**src/rtl/pwr_pkg.sv**
```systemverilog
`timescale 1ns/1ps
package pwr_pkg;
  localparam int N_DOM  = 5;
  localparam int N_WAKE = 6;

  localparam int D_CPU = 0, D_FLASH = 1, D_IO = 2, D_ADC = 3, D_ASY = 4;
  localparam int W_LVL = 0, W_EDGE = 1, W_PIN = 2, W_ASY = 3, W_ADC = 4, W_INT = 5;

  typedef enum logic [2:0] {
    M_IDLE  = 3'b000,
    M_ADCNR = 3'b001,
    M_PDOWN = 3'b010,
    M_PSAVE = 3'b011,
    M_STBY  = 3'b110
  } smode_e;

  typedef enum logic [1:0] {S_RUN, S_SLEEP, S_START, S_HALT} pstate_e;

  // Unused codes fall back to the lightest mode.
  function automatic smode_e norm_mode(input logic [2:0] code);
    case (code)
      3'b001:  return M_ADCNR;
      3'b010:  return M_PDOWN;
      3'b011:  return M_PSAVE;
      3'b110:  return M_STBY;
      default: return M_IDLE;
    endcase
  endfunction

  // Domains that keep their clock while asleep in mode m.
  function automatic logic [N_DOM-1:0] run_mask(input smode_e m, input logic asy);
    logic [N_DOM-1:0] k;
    k = '0;
    case (m)
      M_IDLE: begin
        k = '1;
        k[D_CPU]   = 1'b0;
        k[D_FLASH] = 1'b0;
      end
      M_ADCNR: begin
        k[D_ADC] = 1'b1;
        k[D_ASY] = asy;
      end
      M_PSAVE: k[D_ASY] = asy;
      default: k = '0;
    endcase
    return k;
  endfunction

  // Interrupt sources able to end sleep in mode m.
  function automatic logic [N_WAKE-1:0] wake_mask(input smode_e m, input logic asy);
    logic [N_WAKE-1:0] w;
    w = '0;
    w[W_LVL] = 1'b1;
    w[W_PIN] = 1'b1;
    case (m)
      M_IDLE:  w = '1;
      M_ADCNR: begin
        w[W_ADC] = 1'b1;
        w[W_ASY] = asy;
      end
      M_PSAVE: w[W_ASY] = asy;
      default: ;
    endcase
    return w;
  endfunction

  // Oscillator is stopped in these modes, so a start-up wait is needed.
  function automatic logic needs_startup(input smode_e m);
    return (m == M_PDOWN) || (m == M_PSAVE);
  endfunction
endpackage

```
**src/rtl/pwr_ctl_reg.sv**
```systemverilog
`timescale 1ns/1ps
module pwr_ctl_reg (
  input  logic       clk,
  input  logic       rst_n,
  input  logic       rst_req,
  input  logic       we,
  input  logic [3:0] wdata,
  output logic       se,
  output logic [2:0] mode_code
);
  always_ff @(posedge clk) begin
    if (!rst_n || rst_req) begin
      se        <= 1'b0;
      mode_code <= 3'b000;
    end else if (we) begin
      se        <= wdata[0];
      mode_code <= wdata[3:1];
    end
  end

  a_r10_reset_clears_enable: assert property (@(posedge clk) disable iff (!rst_n)
    rst_req |=> (!se && mode_code == 3'b000));
endmodule

```
**src/rtl/pwr_mode_decode.sv**
```systemverilog
`timescale 1ns/1ps
module pwr_mode_decode
  import pwr_pkg::*;
(
  input  logic [2:0]        mode_code,
  input  logic              asy_run,
  output logic [N_DOM-1:0]  keep_mask,
  output logic [N_WAKE-1:0] accept_mask,
  output logic              long_wait,
  output logic              idle_class
);
  smode_e m;
  always_comb begin
    m           = norm_mode(mode_code);
    keep_mask   = run_mask(m, asy_run);
    accept_mask = wake_mask(m, asy_run);
    long_wait   = needs_startup(m);
    idle_class  = (m == M_IDLE);
  end
endmodule

```
**src/rtl/pwr_wake_seq.sv**
```systemverilog
`timescale 1ns/1ps
module pwr_wake_seq
  import pwr_pkg::*;
#(
  parameter int STARTUP_LONG = 12,
  parameter int HALT_CYC     = 4
) (
  input  logic              clk,
  input  logic              rst_n,
  input  logic              se,
  input  logic [2:0]        mode_code,
  input  logic              asy_run,
  input  logic              sleep_stb,
  input  logic              rst_req,
  input  logic [N_WAKE-1:0] wake_src,
  output logic [N_DOM-1:0]  clk_en,
  output logic              sleeping,
  output logic              irq_release,
  output logic              restart
);
  localparam int CMAX = (STARTUP_LONG > HALT_CYC) ? STARTUP_LONG : HALT_CYC;
  localparam int CW   = $clog2(CMAX + 1);

  pstate_e           st;
  logic [CW-1:0]     cnt;
  logic [2:0]        mode_q;
  logic [N_DOM-1:0]  keep_mask;
  logic [N_WAKE-1:0] accept_mask;
  logic              long_wait;
  logic              idle_class;

  // Named internal events, also used by the assertions.
  logic entry_go, wake_hit, halt_last, clocks_off, use_long;

  pwr_mode_decode u_dec (
    .mode_code  (mode_q),
    .asy_run    (asy_run),
    .keep_mask  (keep_mask),
    .accept_mask(accept_mask),
    .long_wait  (long_wait),
    .idle_class (idle_class)
  );

  always_comb begin
    entry_go   = (st == S_RUN) && sleep_stb && se;
    wake_hit   = (st == S_SLEEP) && |(wake_src & accept_mask);
    halt_last  = (st == S_HALT) && (cnt == '0);
    clocks_off = (st == S_SLEEP) || (st == S_START);
    use_long   = long_wait && (STARTUP_LONG > 0);
    clk_en     = clocks_off ? keep_mask : '1;
    sleeping   = (st != S_RUN);
  end

  always_ff @(posedge clk) begin
    if (!rst_n) begin
      st          <= S_RUN;
      cnt         <= '0;
      mode_q      <= 3'b000;
      irq_release <= 1'b0;
      restart     <= 1'b0;
    end else begin
      irq_release <= 1'b0;
      restart     <= 1'b0;
      if (rst_req) begin
        restart <= (st != S_RUN);
        st      <= S_RUN;
        cnt     <= '0;
      end else begin
        case (st)
          S_RUN: if (entry_go) begin
            st     <= S_SLEEP;
            mode_q <= mode_code;
          end
          S_SLEEP: if (wake_hit) begin
            if (use_long) begin
              st  <= S_START;
              cnt <= CW'(STARTUP_LONG - 1);
            end else begin
              st  <= S_HALT;
              cnt <= CW'(HALT_CYC - 1);
            end
          end
          S_START: if (cnt == '0) begin
            st  <= S_HALT;
            cnt <= CW'(HALT_CYC - 1);
          end else cnt <= cnt - 1'b1;
          S_HALT: if (cnt == '0) begin
            st          <= S_RUN;
            irq_release <= 1'b1;
          end else cnt <= cnt - 1'b1;
          default: st <= S_RUN;
        endcase
      end
    end
  end

  a_r2_no_entry_without_enable: assert property (@(posedge clk) disable iff (!rst_n)
    (st == S_RUN && sleep_stb && !se && !rst_req) |=> (st == S_RUN));
  a_r3_cpu_gated_in_sleep: assert property (@(posedge clk) disable iff (!rst_n)
    (st == S_SLEEP) |-> !clk_en[D_CPU]);
  a_r6_edge_irq_no_deep_wake: assert property (@(posedge clk) disable iff (!rst_n)
    (st == S_SLEEP && !idle_class && wake_src == 6'b000010 && !rst_req) |=> (st == S_SLEEP));
  a_r7_release_after_halt: assert property (@(posedge clk) disable iff (!rst_n)
    (halt_last && !rst_req) |=> (irq_release && !sleeping));
  a_r7_release_only_from_halt: assert property (@(posedge clk) disable iff (!rst_n)
    irq_release |-> $past(st == S_HALT));
  a_r9_reset_wins_over_wake: assert property (@(posedge clk) disable iff (!rst_n)
    (sleeping && rst_req) |=> (restart && !irq_release && !sleeping));
  a_r9_pulses_exclusive: assert property (@(posedge clk) disable iff (!rst_n)
    !(irq_release && restart));
endmodule

```
**src/rtl/pwr_sleep_ctrl.sv**
```systemverilog
`timescale 1ns/1ps
module pwr_sleep_ctrl
  import pwr_pkg::*;
#(
  parameter int STARTUP_LONG = 12,
  parameter int HALT_CYC     = 4
) (
  input  logic              clk,
  input  logic              rst_n,
  input  logic              cfg_we,
  input  logic [3:0]        cfg_wdata,
  input  logic              sleep_stb,
  input  logic              rst_req,
  input  logic              asy_run,
  input  logic [N_WAKE-1:0] wake_src,
  output logic [N_DOM-1:0]  clk_en,
  output logic              sleeping,
  output logic              irq_release,
  output logic              restart
);
  logic       se;
  logic [2:0] mode_code;

  pwr_ctl_reg u_reg (
    .clk      (clk),
    .rst_n    (rst_n),
    .rst_req  (rst_req),
    .we       (cfg_we),
    .wdata    (cfg_wdata),
    .se       (se),
    .mode_code(mode_code)
  );

  pwr_wake_seq #(
    .STARTUP_LONG(STARTUP_LONG),
    .HALT_CYC    (HALT_CYC)
  ) u_seq (
    .clk        (clk),
    .rst_n      (rst_n),
    .se         (se),
    .mode_code  (mode_code),
    .asy_run    (asy_run),
    .sleep_stb  (sleep_stb),
    .rst_req    (rst_req),
    .wake_src   (wake_src),
    .clk_en     (clk_en),
    .sleeping   (sleeping),
    .irq_release(irq_release),
    .restart    (restart)
  );
endmodule

```
**config.mk**
```make
export PLATFORM = sky130hd
export DESIGN_NAME = pwr_sleep_ctrl
export DESIGN_NICKNAME = d
export VERILOG_FILES = /design/src/rtl/pwr_pkg.sv /design/src/rtl/pwr_ctl_reg.sv /design/src/rtl/pwr_mode_decode.sv /design/src/rtl/pwr_wake_seq.sv /design/src/rtl/pwr_sleep_ctrl.sv
export SDC_FILE = /design/constraint.sdc
export NUM_CORES = 1
export LEC_CHECK = 0
export CAP_MARGIN = 20
export CORE_MARGIN = 4
export CORE_UTILIZATION = 47
export CTS_BUF_LIST = sky130_fd_sc_hd__clkbuf_4 sky130_fd_sc_hd__clkbuf_8 sky130_fd_sc_hd__clkbuf_16
export CTS_CLUSTER_SIZE = 25
export DETAILED_ROUTE_END_ITERATION = 6
export GPL_ROUTABILITY_DRIVEN = 0
export GPL_TIMING_DRIVEN = 0
export PLACE_DENSITY = 0.85
export SYNTH_ARGS = -nofsm -noshare
export SYNTH_HDL_FRONTEND = slang
export SYNTH_HIERARCHICAL = 1
export SYNTH_SLANG_ARGS = --single-unit
```
**constraint.sdc**
```tcl
create_clock -name clk -period 1.6 [get_ports clk]
set_input_delay 0.32 -clock clk [delete_from_list [all_inputs] [get_ports clk]]
set_output_delay 0.32 -clock clk [all_outputs]
set_load 0.01 [all_outputs]
```
==> results.json <==
{
  "status": "finished with violations",
  "violations": "negative setup slack",
  "wirelength_um": 2460,
  "cts_max_level": 1,
  "drtPass1Iterations": 4,
  "cts_tree": "yes",
  "period_share_pct": 101,
  "grt_pass1_vias": 851,
  "synth_cell_types": 36,
  "setup_violations": 2,
  "peakVddDrop_mv": 0.418,
  "drc": 0,
  "grt_usage_pct": 16.9,
  "synth_edf_count": 0,
  "diodes": 0,
  "crit_path_start_kind": "flop",
  "syn_area_um2": 947,
  "clock_latency_ns": 0.28,
  "antenna_found_initial": 0,
  "timing.rr.start": "u_seq/mode_q[2]",
  "drv_slew": 0,
  "rsz0062_at_grt": "true",
  "worstPathCellList": "inv_2 -> ha_4 -> buf_6 -> nand2b_1 -> buf_2",
  "regArea_um2": 309,
  "power_density_nw_per_um2": 515,
  "place.detailed.hpwl_um": 1620,
  "drt_iter0_drc": 33,
  "drive_above_1_share_pct": 37.3,
  "ys_ff_latch": 15,
  "netlist_instances": 107,
  "cts_buffers": 3,
  "worstPathRequired_ns": 1.28,
  "cap_violations": 0,
  "grt_start_max_net_pins": 9,
  "drt-vias-per-instance": 5.35,
  "dieArea_um2": 2800,
  "dr_total_vias": 894,
  "crit_path_end_kind": "primary output",
  "max_clock_freq_ghz": 0.617,
  "avgRoutedWirePerCell_um": 14.7,
  "setup_tns_ns": -0.0299,
  "crit_type": "flop to primary output",
  "r2r-end": "u_seq/cnt[1]",
  "postSynthAreaPerCell_um2": 8.85,
  "synth_ff_type": "dfxtp_1",
  "row_count": 15,
  "period_minus_slack_ns": 1.62,
  "clk_pin_slew_ns": 0.09,
  "cp.arrival_ns": 1.30,
  "nNetsFinal": 165,
  "startpoint": "u_seq/st[0]",
  "synth_seq_area_share_pct": 31.7,
  "async_flop_share_pct": 0,
  "die_w_um": 52.9,
  "root_buffer": "clkbuf_4",
  "hold_path.class": "primary input to flop",
  "endpoint": "clk_en[1]",
  "finClkSkew_ns": 0.00539,
  "rr_worst_depth": 7,
  "min-delay-start": "cfg_we",
  "synth.area.top_cells": "dfxtp_1 (32%), mux2i_1 (8.5%), ha_1 (7.9%)",
  "power.leakage_nw": 0.613,
  "postRouteAntennaNets": 0,
  "cts_sinks": 15,
  "portBuffers": 22,
  "crit_slowest_cell": "dfxtp_2",
  "synth_area_leader_cell": "dfxtp_1",
  "die_h_um": 52.9,
  "grt_pass1_wl_um": 3480,
  "yosysWarningCount": 6,
  "grt-ovfl-total": 0,
  "clock_path_buffers": 2,
  "initial_utilization_pct": 52.0,
  "area_growth_pct": 45.6,
  "worstPathMaxFanout": 5,
  "n_fill_cell": 132,
  "crit_path_max_incr_delay_ns": 0.35,
  "synth.top_cell.area_share_pct": 31.7,
  "io_pins": 24,
  "setup_slack_ns": -0.0219,
  "r2r_slack_ns": 0.03,
  "multiInputGateArea_um2": 643,
  "finalCoreUtilization_pct": 75.7,
  "hold_violations": 0,
  "hold_slack_ns": 0.381,
  "core_area_um2": 1820
}
## worst min path at each step
| stage | to | slack, ns | depth (start not counted) |
|---|---|---|---|
| detailed placement | u_reg/mode_code[0] | 0.49 | 2 |
| finish | u_reg/mode_code[0] | 0.38 | 3 |
| floorplan | u_seq/mode_q[0] | 0.45 | 1 |
| CTS | u_reg/mode_code[0] | 0.38 | 3 |
| global route | u_reg/mode_code[1] | 0.40 | 3 |
| global placement | u_reg/mode_code[2] | 0.48 | 2 |
## layout make-up
class | instances | area share (%)
Tap cell | 25 | 2.27
Inverter | 5 | 1.36
Timing Repair Buffer | 29 | 19.5
Sequential cell | 15 | 22.4
Buffer | 11 | 5.63
Clock buffer | 4 | 2.18
Multi-Input combinational cell | 78 | 46.6
## metal layers
layer  vias up  routed length [um]  GRT usage, %
met5         -                   0             0
met4         0                  78          5.96
met3         8                 132          3.66
met2        38                1250          30.8
met1       416                 992          19.2
li1        432                   -             -
## state kept, by name, summed over array words and instances (netlist names)
| name | cells |
|---|---|
| u_seq/cnt | 4 |
| u_reg/mode_code | 3 |
| u_seq/mode_q | 3 |
| u_seq/st | 2 |
| u_reg/se | 1 |
| u_seq/irq_release | 1 |
| u_seq/restart | 1 |
## timing repair
item / 4_1_cts / 5_1_grt
buffers inserted: 6 / 1
resized for setup: 32 / 20
pin swaps: 2 / 5
setup endpoints to repair: 12 / 11
hold buffers: 0 / 0
## report_power, final
part | switching, mW | internal [mW]
sequential | 0.00288 | 0.376
clock | 0.119 | 0.114
combinational | 0.0379 | 0.0607
## cells in the mapped netlist (2+ instances only)
| master | number |
|---|---|
| a21o_1 | 2 |
| a21oi_1 | 5 |
| a22oi_1 | 3 |
| buf_4 | 9 |
| conb_1 | 2 |
| dfxtp_1 | 15 |
| ha_1 | 6 |
| inv_1 | 4 |
| mux2i_1 | 8 |
| nand2_1 | 4 |
| nand2b_1 | 8 |
| nand4_1 | 3 |
| nor2_1 | 9 |
| nor2b_1 | 5 |
| nor3_1 | 2 |
| o211a_1 | 2 |
## cell families after synthesis
logic type / synth area share, %
simple gates: 24.8
compound gates: 15.2
buf+inv: 10.2
flops: 31.7
mux: 8.45
fa+ha+maj: 7.93
other cells: 0.793
xor+xnor: 0.925
## metrics by stage
stage	area [um^2]	power, mW	setup slack [ns]	std cells
final	1380	0.710	-0.0219	167
after global routing	1380	0.741	-0.0716	167
after CTS	1300	0.707	-0.00431	166
after detailed placement	1210	0.477	-0.539	156
after global placement	1210	0.474	-0.466	156
after floorplan	955	0.431	0.118	109
## worst max-delay path, delay by kind of cell (launching register included)
kind	cells	cell delay, ns
AND/OR/NAND/NOR	1	0.05
adder cells (fa/ha/maj)	1	0.31
buffers and inverters	3	0.31
flip-flops	1	0.35
## layout by cell type (no fill, tap or decap), drive strengths merged, types with 3 or more instances in the layout
master	n
ha	6
nor2b	5
nand2	4
nand4	4
inv	5
clkbuf	6
a22oi	3
clkdlybuf4s50	15
buf	21
nand2b	8
a21oi	5
nor2	9
dfxtp	15
mux2i	8
conb	4
Power figures use the tool's default switching activity.
